**src/rtl/msd_pkg.sv**
```systemverilog
package msd_pkg;
  // Strobes issued by the control section to the datapath each cycle.
  typedef struct packed {
    logic armEdges;    // synchronizer pipeline holds real samples; edges count
    logic clearFlags;  // host read ends this cycle; wipe pending flags
  } msdStrobes_t;
endpackage

```
**src/rtl/msd_datapath.sv**
```systemverilog
module msd_datapath
  import msd_pkg::*;
#(
  parameter int NUM_LINES = 4,
  parameter int SYNC_STAGES = 2,
  parameter logic [NUM_LINES-1:0] RISE_ONLY_MASK = 4'b0100
) (
  input  logic                 clk,
  input  logic                 rstN,
  input  logic [NUM_LINES-1:0] pinN,
  input  msdStrobes_t          strobes,
  output logic [NUM_LINES-1:0] lineState,
  output logic [NUM_LINES-1:0] flags,
  output logic                 anyFlag
);
  // Synchronizer chain; reset to the idle (high) pin level.
  logic [NUM_LINES-1:0] syncQ [SYNC_STAGES];
  logic [NUM_LINES-1:0] prevLvl;
  logic [NUM_LINES-1:0] hit;
  logic [NUM_LINES-1:0] flagsQ;

  genvar s;
  generate
    for (s = 0; s < SYNC_STAGES; s++) begin : g_sync
      always_ff @(posedge clk or negedge rstN) begin
        if (!rstN) syncQ[s] <= '1;
        else if (s == 0) syncQ[s] <= pinN;
        else syncQ[s] <= syncQ[(s == 0) ? 0 : s-1];
      end
    end
  endgenerate

  logic [NUM_LINES-1:0] curLvl;
  assign curLvl = syncQ[SYNC_STAGES-1];

  always_ff @(posedge clk or negedge rstN) begin
    if (!rstN) prevLvl <= '1;
    else prevLvl <= curLvl;
  end

  // Per-line edge qualification: either direction, or pin rising only.
  genvar i;
  generate
    for (i = 0; i < NUM_LINES; i++) begin : g_edge
      logic pinRise, pinFall;
      assign pinRise = ~prevLvl[i] & curLvl[i];
      assign pinFall = prevLvl[i] & ~curLvl[i];
      if (RISE_ONLY_MASK[i]) begin : g_rise
        assign hit[i] = strobes.armEdges & pinRise;
      end else begin : g_both
        assign hit[i] = strobes.armEdges & (pinRise | pinFall);
      end
    end
  endgenerate

  // New edges win over the read clear in the same cycle.
  always_ff @(posedge clk or negedge rstN) begin
    if (!rstN) flagsQ <= '0;
    else flagsQ <= (flagsQ & ~{NUM_LINES{strobes.clearFlags}}) | hit;
  end

  assign lineState = ~curLvl;
  assign flags     = flagsQ;
  assign anyFlag   = |flagsQ;
endmodule

```
**src/rtl/msd_ctrl.sv**
```systemverilog
module msd_ctrl
  import msd_pkg::*;
#(
  parameter int SYNC_STAGES = 2
) (
  input  logic        clk,
  input  logic        rstN,
  input  logic        rdStb,
  input  logic        intEn,
  input  logic        anyFlag,
  output msdStrobes_t strobes,
  output logic        irq
);
  // Edges count only once both the synchronizer output and its delayed copy
  // hold real pin samples: SYNC_STAGES + 1 edges after reset.
  localparam int WARM = SYNC_STAGES + 1;
  localparam int CW = $clog2(WARM + 1);

  logic [CW-1:0] warmCnt;
  logic armed;

  assign armed = (warmCnt == CW'(WARM));

  always_ff @(posedge clk or negedge rstN) begin
    if (!rstN) warmCnt <= '0;
    else if (!armed) warmCnt <= warmCnt + 1'b1;
  end

  always_comb begin
    strobes.armEdges   = armed;
    strobes.clearFlags = rdStb;
  end

  assign irq = intEn & anyFlag;
endmodule

```
**src/rtl/modem_status_detect.sv**
```systemverilog
module modem_status_detect
  import msd_pkg::*;
#(
  parameter int SYNC_STAGES = 2
) (
  input  logic       clk,
  input  logic       rstN,
  input  logic       ctsN,
  input  logic       dsrN,
  input  logic       riN,
  input  logic       cdN,
  input  logic       rdStb,
  input  logic       intEn,
  output logic [7:0] status,
  output logic       irq
);
  localparam int NUM_LINES = 4;
  // Ring indicator (line 2) flags only the end of ringing.
  localparam logic [NUM_LINES-1:0] RISE_ONLY = 4'b0100;

  msdStrobes_t strobes;
  logic [NUM_LINES-1:0] lineState, flags;
  logic anyFlag;

  msd_ctrl #(.SYNC_STAGES(SYNC_STAGES)) u_ctrl (
    .clk(clk), .rstN(rstN), .rdStb(rdStb), .intEn(intEn),
    .anyFlag(anyFlag), .strobes(strobes), .irq(irq)
  );

  msd_datapath #(
    .NUM_LINES(NUM_LINES), .SYNC_STAGES(SYNC_STAGES), .RISE_ONLY_MASK(RISE_ONLY)
  ) u_dp (
    .clk(clk), .rstN(rstN), .pinN({cdN, riN, dsrN, ctsN}), .strobes(strobes),
    .lineState(lineState), .flags(flags), .anyFlag(anyFlag)
  );

  assign status = {lineState, flags};
endmodule

```
**config.mk**
```make
export PLATFORM = sky130hd
export DESIGN_NAME = modem_status_detect
export DESIGN_NICKNAME = d
export VERILOG_FILES = /design/src/rtl/msd_pkg.sv /design/src/rtl/msd_datapath.sv /design/src/rtl/msd_ctrl.sv /design/src/rtl/modem_status_detect.sv
export SDC_FILE = /design/constraint.sdc
export NUM_CORES = 1
export LEC_CHECK = 0
export BUFFER_PORTS_ARGS = -buffer_cell sky130_fd_sc_hd__buf_2
export CORE_AREA = 10 10 47 49
export DETAILED_ROUTE_END_ITERATION = 7
export DIE_AREA = 0 0 57 59
export GPL_ROUTABILITY_DRIVEN = 0
export PLACE_DENSITY = 0.7
export SKIP_LAST_GASP = 1
export SYNTH_ARGS = -nofsm -noshare
export SYNTH_HDL_FRONTEND = slang
export SYNTH_SLANG_ARGS = --single-unit
```
**constraint.sdc**
```tcl
create_clock -name clk -period 3.1 [get_ports clk]
set_input_delay 0.465 -clock clk [delete_from_list [all_inputs] [get_ports clk]]
set_output_delay 0.465 -clock clk [all_outputs]
set_load 0.1 [all_outputs]
```
==> results of run 1 <==
[power groups by stage]
stage / clock, mW / combinational, mW / sequential [mW]
final: 0.135 / 0.0974 / 0.263
after global routing: 0.154 / 0.102 / 0.266
after CTS: 0.142 / 0.0989 / 0.264
after detailed placement: 0 / 0.0988 / 0.268
after global placement: 0 / 0.0980 / 0.267
after floorplan: 0 / 0.0365 / 0.307
[kinds of logic after synthesis]
family | synth area share, %
mux | 1.89
simple gates | 0.631
xor+xnor | 5.90
buf+inv | 3.16
compound gates | 8.00
flops | 78.3
fa+ha+maj | 2.10
[critical path, delay by kind of cell (launching register included)]
family,cells,cell delay (ns)
AO/OA/AOI/OAI,1,0.43
buffers and inverters,1,0.30
flip-flops,1,0.41
[stage by stage]
stage | std cells | util, % | instance area, um2 | power [mW] | setup slack [ns]
6_report | 71 | 52.1 | 731 | 0.495 | 1.22
5_1_grt | 71 | 52.1 | 731 | 0.522 | 1.17
3_3_place_gp | 67 | 49.6 | 694 | 0.365 | 1.56
2_1_floorplan | 35 | - | 594 | 0.344 | 0.741
3_5_place_dp | 67 | 49.6 | 694 | 0.367 | 1.53
4_1_cts | 71 | 52.1 | 731 | 0.504 | 1.20
[placed cells by master, fill, tap and decap left out]
cell	netlist	routed
buf_2	0	16
dfstp_2	12	12
dfrtp_1	6	6
inv_1	5	5
xor2_1	3	3
clkbuf_4	0	3
a22o_1	2	2
nand2_1	1	1
o2bb2ai_1	1	1
a22o_2	1	1
o41a_1	1	1
xnor2_1	1	1
mux2_1	1	1
ha_1	1	1
clkbuf_8	0	1
[sequential cells by signal, summed over array words and instances (netlist names)]
register / flops
u_dp.syncQ: 4
u_dp.prevLvl: 4
u_dp.flags: 4
u_dp.curLvl: 4
u_ctrl.warmCnt: 2
[synthesized netlist by cell type (all sizes together)]
| master | number |
|---|---|
| dfrtp | 6 |
| dfstp | 12 |
| inv | 5 |
| o41a | 1 |
| mux2 | 1 |
| xor2 | 3 |
| o2bb2ai | 1 |
| nand2 | 1 |
| ha | 1 |
| xnor2 | 1 |
| a22o | 3 |
[final timing paths]
check | startpoint | endpoint | slack, ns | cells after the start
max reg2reg | u_ctrl.warmCnt[0] | u_ctrl.warmCnt[1] | 1.95 | 2
min | rstN | u_dp.flags[1] | 0.09 | 1
max | u_dp.flags[1] | irq | 1.22 | 2
max in group asynchronous | rstN | u_dp.curLvl[2] | 2.71 | 1
min in group clk | ctsN | u_dp.syncQ[4] | 0.27 | 1
min reg2reg | u_dp.syncQ[7] | u_dp.curLvl[3] | 0.36 | 0
[metal layers]
layer	vias to the layer above	track usage, %
met3	2	3.86
li1	155	-
met1	160	6.80
met5	-	0
met2	16	8.84
met4	0	3.02
[layout make-up]
class,instances,area share (%)
clock buffer,4,4.97
inverter,5,2.57
timing repair buffer,16,11.0
multi-input combinational,12,15.1
tap,16,2.74
sequential,18,63.7
==> key figures, run 1 <==
Status
  – Run status: completed

Logic synthesis
  – Top-area cell type share of the netlist area: 53.1%
  – Syn. warnings: 0
  – Instance count of the mapped netlist: 35
  – Synth area leader: dfstp_2
  – Register area share after synthesis: 78.3%
  – Flops & latches, synth: 18
  – Syn nets: 44
  – Top area cells in the synthesized netlist: dfstp_2 (53%), dfrtp_1 (25%), xor2_1 (4.4%), inv_1 (3.2%), a22o_1 (2.9%)
  – Mapped Area: 594 um2
  – Mean Syn Cell Area: 17.0 um2
  – Synth cell types: 12

Critical path
  – Worst Path Arrival: 1.42 ns
  – Critical path cell sequence: o41a_1 > buf_2
  – Max FO, Critical Path: 3
  – Crit. End Element: output port
  – Max incr delay on CP: 0.43 ns
  – WS Path Type: register to output port
  – CP max stage cell: o41a_1
  – Req. time, crit path: 2.63 ns
  – Critical Path Source Type: register

Finish
  – Final nets: 65
  – Fraction of layout cells with a size suffix above 1: 60.0%
  – FF/Latch Area: 465 um2
  – Synth-to-layout area growth: 22.9%
  – # diodes: 0
  – Footprint of the multi-input gates: 110 um2
  – FILL cells: 131

Clock tree
  – CTS tree: done
  – Clock Path Buffers: 2
  – Setup bufs post-CTS: 0
  – H-Tree Level Count: 1
  – Clk Latency, worst-skew pair: 0.28 ns
  – Inserted Clock Buffers: 3
  – Root buf cell: clkbuf_4
  – Cts-stage hold buffer count: 0
  – Reg clk slew, reported paths: 0.09 ns
  – Clk sinks: 18
  – CTS resizes: 0

STA
  – Final setup viols: 0
  – Final hold slack: 0.0851 ns
  – Hold Vio Cnt, Final: 0
  – Final min period: 1.88 ns
  – Setup TNS: 0 ns
  – Fmax: 0.532 GHz
  – Slew headroom: 67.6%
  – Final worst path period share: 60.6%
  – Pins Over Slew Limit: 0
  – RSZ-0062 raised after global routing: no
  – Least-Margin Pin Slew: 0.490 ns
  – Fin Clk Skew: 0.00323 ns

Routing
  – DR vias: 333
  – WL met2: 399 um
  – Antenna Nets Post-Route: 0
  – DR WL met3: 104 um
  – WL met1: 405 um
  – Number of vias per cell: 4.69
  – Drt pass-1 iters: 3
  – Routed wire per std cell: 13.0 um
  – Top Metal Used: met4
  – DRC: 0
  – Iteration-0 DRC Markers: 10
  – Wirelength, routed: 920 um

Global routing
  – Total track usage: 6.09%
  – Vias in the first global route: 363
  – Largest net degree at the start of global routing: 19
  – GR Overflow Total: 0
  – First-pass GRT wire length: 1630 um
  – Initial antenna violation count: 0

Power
  – Reg power frac: 53.1%
  – Lkg Pwr: 0.343 nW
  – Int Pwr: 0.342 mW
  – Sw Share: 31.0%
  – Clock power frac: 27.2%
  – Share of power burned in combinational logic: 19.7%
  – Max rail drop VDD: 0.000262 V
  – Pwr/cell area: 678 nW/um2
  – Net Switching: 0.153 mW

Min path
  – Hold WC Path Type: input pin to asynchronous set/reset pin

Job
  – Max_cap viols: 0

Floorplan
  – Num rows: 14
  – Die ar.: 3360 um2
  – Total I/O pin count: 17
  – Core ar.: 1400 um2
  – Die width: 57 um
  – Initial core utilization: 42.4%
  – Die H: 59 um

Placed design
  – IO buf count: 16
Power figures use the tool's default switching activity.
==> run 2, diff against run 1 <==
--- a/config.mk
+++ b/config.mk
@@ -6,11 +6,11 @@
 export NUM_CORES = 1
 export LEC_CHECK = 0
 export BUFFER_PORTS_ARGS = -buffer_cell sky130_fd_sc_hd__buf_2
-export CORE_AREA = 10 10 47 49
+export CORE_MARGIN = 10
+export CORE_UTILIZATION = 42
 export DETAILED_ROUTE_END_ITERATION = 7
-export DIE_AREA = 0 0 57 59
 export GPL_ROUTABILITY_DRIVEN = 0
-export PLACE_DENSITY = 0.7
+export PLACE_DENSITY = 0.69
 export SKIP_LAST_GASP = 1
 export SYNTH_ARGS = -nofsm -noshare
 export SYNTH_HDL_FRONTEND = slang
==> constraint.sdc (replaced) <==
create_clock -name clk -period 1.7 [get_ports clk]
set_input_delay 0.255 -clock clk [delete_from_list [all_inputs] [get_ports clk]]
set_output_delay 0.255 -clock clk [all_outputs]
set_load 0.1 [all_outputs]
==> run 2 against run 1 <==
  * Total power up 84%
  * Routed wire length up 0.98%
  * Via count up 1.8%
  * Critical path depth unchanged
  * Critical endpoint unchanged
==> key figures, run 2 (synthesis results as in run 1) <==
Status
  – Run status: completed (unchanged)

Min path
  – Hold WC Path Type: input pin to register (was input pin to asynchronous set/reset pin)
  – Hold Path Origin: cdN
  – Min-Delay Path Depth: 1
  – Min-Delay Endpoint: u_dp.syncQ[7]

Power
  – Lkg Pwr: 0.354 nW (was 0.343 nW)
  – Clock power frac: 27.0% (was 27.2%)
  – Reg power frac: 52.9% (was 53.1%)
  – Pwr/cell area: 1200 nW/um2 (was 678 nW/um2)
  – Max rail drop VDD: 0.000634 V (was 0.000262 V)
  – Share of power burned in combinational logic: 20.1% (was 19.7%)
  – Sw Share: 31.0% (about the same)
  – Int Pwr: 0.630 mW (was 0.342 mW)
  – Net Switching: 0.283 mW (was 0.153 mW)

Floorplan
  – Total I/O pin count: 17 (unchanged)
  – Num rows: 13 (was 14)
  – Core ar.: 1320 um2 (was 1400 um2)
  – Die width: 57.6 um (was 57 um)
  – Die ar.: 3320 um2 (was 3360 um2)
  – Die H: 57.6 um (was 59 um)
  – Initial core utilization: 45.1% (was 42.4%)

Global routing
  – Vias in the first global route: 400 (was 363)
  – GR Overflow Total: 0 (unchanged)
  – Total track usage: 5.94% (was 6.09%)
  – Largest net degree at the start of global routing: 19 (unchanged)
  – First-pass GRT wire length: 1630 um (unchanged)
  – Initial antenna violation count: 0 (unchanged)

Clock tree
  – Reg clk slew, reported paths: 0.09 ns (about the same)
  – Root buf cell: clkbuf_4 (unchanged)
  – Clk sinks: 18 (unchanged)
  – Inserted Clock Buffers: 3 (unchanged)
  – H-Tree Level Count: 1 (unchanged)
  – Clk Latency, worst-skew pair: 0.28 ns (about the same)
  – Setup bufs post-CTS: 0 (unchanged)
  – Clock Path Buffers: 2 (unchanged)
  – CTS tree: done (unchanged)

Placed design
  – IO buf count: 16 (unchanged)
  – Dpl ws: 0.265 ns (was 1.53 ns)

STA
  – Pins Over Slew Limit: 0 (unchanged)
  – Final min period: 1.65 ns
  – Hold Vio Cnt, Final: 0 (unchanged)
  – Fin Clk Skew: 0.00391 ns (was 0.00323 ns)
  – Least-Margin Pin Slew: 0.494 ns (was 0.490 ns)
  – Final setup viols: 0 (unchanged)
  – Slew headroom: 67.3% (was 67.6%)
  – Fmax: 0.607 GHz
  – Post-layout worst setup margin: 0.0530 ns (was 1.22 ns)
  – Final worst path period share: 96.9%
  – RSZ-0062 raised after global routing: no (unchanged)
  – Setup TNS: 0 ns (unchanged)

Finish
  – FILL cells: 111 (was 131)
  – # diodes: 0 (unchanged)
  – Final nets: 66 (was 65)
  – Fraction of layout cells with a size suffix above 1: 66.1% (was 60.0%)
  – Most frequent cells in the layout: buf_2 (15), dfstp_2 (12), inv_1 (5) (was buf_2 (16), dfstp_2 (12), dfrtp_1 (6))
  – Synth-to-layout area growth: 27.8% (was 22.9%)
  – Most common cell after layout, fill and taps aside: buf_2 (unchanged)

Routing
  – Antenna Nets Post-Route: 0 (unchanged)
  – Number of vias per cell: 4.77 (was 4.69)
  – Iteration-0 DRC Markers: 1 (was 10)
  – DRC: 0 (unchanged)
  – Drt pass-1 iters: 4 (was 3)
  – DR vias: 339 (was 333)
  – Wirelength, routed: 929 um (was 920 um)
  – Routed wire per std cell: 13.1 um (was 13.0 um)

Critical path
  – WS Path Type: register to output port (unchanged)
  – Max FO, Critical Path: 3 (unchanged)
  – Reg2reg end: u_ctrl.warmCnt[1] (unchanged)
  – Crit. End Element: output port (unchanged)
  – Reg2reg path depth: 2 (unchanged)
  – Critical Path Source Type: register (unchanged)
  – Setup slack, reg-to-reg: 0.55 ns (was 1.95 ns)
  – Req. time, crit path: 1.44 ns (was 2.63 ns)
  – R2r startpoint: u_ctrl.warmCnt[0] (unchanged)
  – Worst Path Arrival: 1.39 ns (was 1.42 ns)

Job
  – Max_cap viols: 0 (unchanged)
run 2: changes by cell type in the layout (fill, tap and decap cells not counted), sizes merged:
| cell | change |
|---|---|
| dlygate4sd3 | +1 |
run 2: worst max path at each step:
stage | to | slack (ns) | startpoint | cells past startpoint
3_5_place_dp | irq | 0.27 | u_dp.flags[1] | 2
4_1_cts | irq | 0.04 | u_dp.flags[1] | 2
5_1_grt | irq | 0.02 | u_dp.flags[1] | 2
2_1_floorplan | irq | 0.06 | u_dp.flags[2] | 1
3_3_place_gp | irq | 0.29 | u_dp.flags[1] | 2
6_report | irq | 0.05 | u_dp.flags[1] | 2
run 2: layer usage:
metal	vias to the layer above	share of wire (%)	wire (um)	track usage, %
met3	2	10	96	3.05
met2	18	43	404	9.36
met4	0	1.2	11	3.02
met5	-	0	0	0
li1	155	-	-	-
met1	164	45	417	6.37
run 2: final cells by class:
cell class | instances | area [um2] | share of cell area (%)
clock buffer | 4 | 36.3 | 4.78
inverter | 5 | 18.8 | 2.47
multi-input combinational | 12 | 120 | 15.8
sequential | 18 | 469 | 61.8
tap | 15 | 18.8 | 2.47
timing repair buffer | 17 | 96.3 | 12.7
run 2: critical path, stage by stage (launching register included):
cell	delay [ns]
dfrtp_2	0.43
o41a_4	0.49
buf_6	0.19
run 2: timing repair:
action | in CTS | in global routing
hold buffers | 1 | 0
gates resized for setup | 2 | 0
hold endpoints to repair | 6 | 0
setup endpoints to repair | 1 | 0
run 2: power groups by stage:
stage / sequential [mW] / combinational [mW] / clock (mW)
after floorplan: 0.564 / 0.0684 / 0
after global placement: 0.489 / 0.182 / 0
after detailed placement: 0.492 / 0.181 / 0
after CTS: 0.485 / 0.186 / 0.259
after global routing: 0.487 / 0.191 / 0.276
final: 0.484 / 0.183 / 0.247
run 2: through the flow:
stage                     total power [mW]  util (%)  area, um2  instances  hold slack, ns
after floorplan                      0.632         -        608         35         -0.0406
after global placement               0.670      53.7        707         66           0.191
after detailed placement             0.673      53.7        707         66           0.190
after CTS                            0.930      57.6        759         71          0.0497
after global routing                 0.955      57.6        759         71          0.0416
final                                0.914      57.6        759         71          0.0592
==> run 3, diff against run 2 <==
--- a/config.mk
+++ b/config.mk
@@ -5,12 +5,13 @@
 export SDC_FILE = /design/constraint.sdc
 export NUM_CORES = 1
 export LEC_CHECK = 0
+export ABC_AREA = 1
 export BUFFER_PORTS_ARGS = -buffer_cell sky130_fd_sc_hd__buf_2
 export CORE_MARGIN = 10
-export CORE_UTILIZATION = 42
+export CORE_UTILIZATION = 43
 export DETAILED_ROUTE_END_ITERATION = 7
 export GPL_ROUTABILITY_DRIVEN = 0
-export PLACE_DENSITY = 0.69
+export PLACE_DENSITY = 0.7
 export SKIP_LAST_GASP = 1
 export SYNTH_ARGS = -nofsm -noshare
 export SYNTH_HDL_FRONTEND = slang
==> run 3 against run 2 <==
  * Sequential power down 1%
  * Worst setup slack improved by 0.093 ns
  * Synthesized area up 6.7%
  * Critical endpoint unchanged
  * First-iteration DRC count grew to 5.0 times the previous value
  * Cell count up 24%
  * Largest power group unchanged
  * Via count up 16%
  * Hold slack worse by 0.0018 ns
==> key figures, run 3 <==
Clock tree
  – Setup bufs post-CTS: 0 (unchanged)
  – Clk sinks: 18 (unchanged)
  – Clock Path Buffers: 2 (unchanged)
  – Reg clk slew, reported paths: 0.10 ns (was 0.09 ns)
  – CTS resizes: 0 (was 2)
  – Clk Latency, worst-skew pair: 0.28 ns (about the same)
  – H-Tree Level Count: 1 (unchanged)
  – Root buf cell: clkbuf_4 (unchanged)
  – Inserted Clock Buffers: 3 (unchanged)
  – CTS tree: done (unchanged)

Logic synthesis
  – EDFF count, synth: 0 (unchanged)
  – Top-count cell post-synth: nand2_1 (was dfstp_2)
  – Mean Syn Cell Area: 12.0 um2 (was 17.0 um2)
  – Synth area leader: dfstp_2 (unchanged)
  – Syn nets: 62 (was 44)
  – Synth top cells by count: nand2_1 (14), dfstp_2 (12), inv_1 (9), dfrtp_1 (6), nand3_1 (3) (was dfstp_2 (12), dfrtp_1 (6), inv_1 (5), xor2_1 (3), a22o_1 (2))
  – Instance count of the mapped netlist: 53 (was 35)
  – Register area share after synthesis: 73.4% (was 78.3%)
  – Synth cell types: 13 (was 12)
  – Asr flop ratio synth: 100% (unchanged)
  – Top area cells in the synthesized netlist: dfstp_2 (50%), dfrtp_1 (24%), nand2_1 (8.3%), inv_1 (5.3%), nand3_1 (2.4%) (was dfstp_2 (53%), dfrtp_1 (25%), xor2_1 (4.4%), inv_1 (3.2%), a22o_1 (2.9%))
  – Top-area cell type share of the netlist area: 49.7% (was 53.1%)
  – Flops & latches, synth: 18 (unchanged)
  – Mapped Area: 634 um2 (was 594 um2)
  – Syn. warnings: 0 (unchanged)
  – Main synth FF type: dfstp_2 (unchanged)

Finish
  – FF/Latch Area: 470 um2 (was 469 um2)
  – Fraction of layout cells with a size suffix above 1: 53.4% (was 66.1%)
  – Most common cell after layout, fill and taps aside: buf_2 (unchanged)
  – Synth-to-layout area growth: 23.7% (was 27.8%)
  – Non-Filler Instances: 88 (was 71)
  – Final nets: 83 (was 66)
  – Footprint of the multi-input gates: 135 um2 (was 120 um2)
  – # diodes: 0 (unchanged)
  – FILL cells: 118 (was 111)
  – Most frequent cells in the layout: buf_2 (16), nand2_1 (14), dfstp_2 (12) (was buf_2 (15), dfstp_2 (12), inv_1 (5))

STA
  – Hold Vio Cnt, Final: 0 (unchanged)
  – Final worst path period share: 91.4% (was 96.9%)
  – Pins Over Slew Limit: 0 (unchanged)
  – Slew headroom: 67.6% (was 67.3%)
  – Final setup viols: 0 (unchanged)
  – Fmax: 0.643 GHz (was 0.607 GHz)
  – Least-Margin Pin Slew: 0.489 ns (was 0.494 ns)
  – Fin Clk Skew: 0.00385 ns (was 0.00391 ns)
  – RSZ-0062 raised after global routing: no (unchanged)
  – Setup TNS: 0 ns (unchanged)
  – Final min period: 1.55 ns (was 1.65 ns)

Floorplan
  – Die width: 58.4 um (was 57.6 um)
  – Core ar.: 1350 um2 (was 1320 um2)
  – Num rows: 13 (unchanged)
  – Die H: 58.4 um (was 57.6 um)
  – Initial core utilization: 47.0% (was 45.1%)
  – Die ar.: 3410 um2 (was 3320 um2)
  – Total I/O pin count: 17 (unchanged)

Routing
  – Routed wire per std cell: 11.0 um (was 13.1 um)
  – Iteration-0 DRC Markers: 5 (was 1)
  – Drt pass-1 iters: 4 (unchanged)
  – DRC: 0 (unchanged)
  – DR vias: 392 (was 339)
  – Number of vias per cell: 4.45 (was 4.77)
  – Antenna Nets Post-Route: 0 (unchanged)
  – Wirelength, routed: 971 um (was 929 um)

Critical path
  – Max FO, Critical Path: 3 (unchanged)
  – Crit. End Element: output port (unchanged)
  – WS Path Type: register to output port (unchanged)
  – Critical Path Source Type: register (unchanged)
  – Buf/Inv on CP: 1 (unchanged)
  – Req. time, crit path: 1.44 ns (about the same)
  – Critical path cell sequence: nor2_1 > a21boi_4 > buf_2 (was o41a_4 > buf_6)
  – Worst Path Arrival: 1.30 ns (was 1.39 ns)
  – Max incr delay on CP: 0.43 ns (was 0.49 ns)
  – CP delay by family, top: buffers and inverters (was compound AO/OA/AOI/OAI gates)
  – CP max stage cell: buf_2 (was o41a_4)

Global routing
  – Initial antenna violation count: 0 (unchanged)
  – GR Overflow Total: 0 (unchanged)
  – Vias in the first global route: 379 (was 400)
  – Total track usage: 6.05% (was 5.94%)
  – First-pass GRT wire length: 1640 um (was 1630 um)
  – Largest net degree at the start of global routing: 19 (unchanged)

Placed design
  – DP Cell Count: 83 (was 66)
  – IO buf count: 16 (unchanged)

Power
  – Lkg Pwr: 0.393 nW (was 0.354 nW)
  – Pwr/cell area: 1140 nW/um2 (was 1200 nW/um2)
  – Max rail drop VDD: 0.000651 V (was 0.000634 V)

Job
  – Max_cap viols: 0 (unchanged)

Status
  – Run status: completed (unchanged)

Min path
  – Hold WC Path Type: input pin to register (unchanged)
## run 3: cell types whose count changed after synthesis, moves of 2 or more
cell / before / now
nor2_1: 0 / 2
nand2_1: 1 / 14
a22o_1: 2 / 0
inv_1: 5 / 9
xor2_1: 3 / 0
nand3_1: 0 / 3
## run 3: final cells by class
cell class | count | share of cell area (%)
Clock buffer | 4 | 4.63
Inverter | 9 | 4.31
Multi-Input combinational cell | 25 | 17.2
Sequential cell | 18 | 60.0
Tap cell | 15 | 2.39
Timing Repair Buffer | 17 | 11.5
## run 3: power by group
part	leakage [nW]	switching [mW]	internal [mW]
clock	0.0210	0.122	0.130
sequential	0.184	0.0130	0.464
combinational	0.188	0.138	0.0282
total	0.393	0.273	0.622
## run 3: timing repair
item                                    CTS  global route
endpoints found under the setup margin    0             0
hold buffers                              1             0
endpoints found under the hold margin     6             0
## run 3: per-layer routing
layer	share of wire, %	GRT usage (%)
met5	0	0
met4	0	4.03
met3	11	3.43
met2	44	9.26
met1	45	6.16
## run 3: kinds of logic after synthesis
| logic type | count (synthesis) | synth area share [%] |
|---|---|---|
| AOI/OAI and AO/OA | 3 | 3.35 |
| xor gates and xnor gates | 1 | 1.38 |
| adders and majority gates | 1 | 1.97 |
| and+or+nand+nor | 20 | 12.8 |
| buffers and inverters | 10 | 7.10 |
| DFF | 18 | 73.4 |
## run 3: final timing paths
path	start	to	slack [ns]	depth (start not counted)
worst max-delay path	u_dp.flags[2]	irq	0.15	3
worst min-delay path	ctsN	u_dp.syncQ[4]	0.06	1
worst max register to register	u_ctrl.warmCnt[0]	u_dp.flags[1]	0.73	3
worst min register to register	u_dp.syncQ[4]	u_dp.curLvl[0]	0.36	0
max in group asynchronous	rstN	u_dp.prevLvl[3]	0.98	2
min in group asynchronous	rstN	u_dp.flags[0]	0.41	2
## run 3: worst register-to-register path: stages, from the launching register on
cell and delay (ns):
dfrtp_1 0.41, ha_1 0.30, nand3_1 0.12, nand2_1 0.05
## run 3: per-stage QoR
step	util (%)	cell area (um2)	worst slack [ns]	hold slack, ns	power [mW]
after detailed placement	54.7	738	0.453	0.197	0.651
after CTS	58.1	785	0.120	0.0441	0.908
after floorplan	-	651	0.0189	-0.0406	0.614
after global placement	54.7	738	0.480	0.196	0.648
final	58.1	785	0.146	0.0573	0.896
after global routing	58.1	785	0.0812	0.0264	0.939
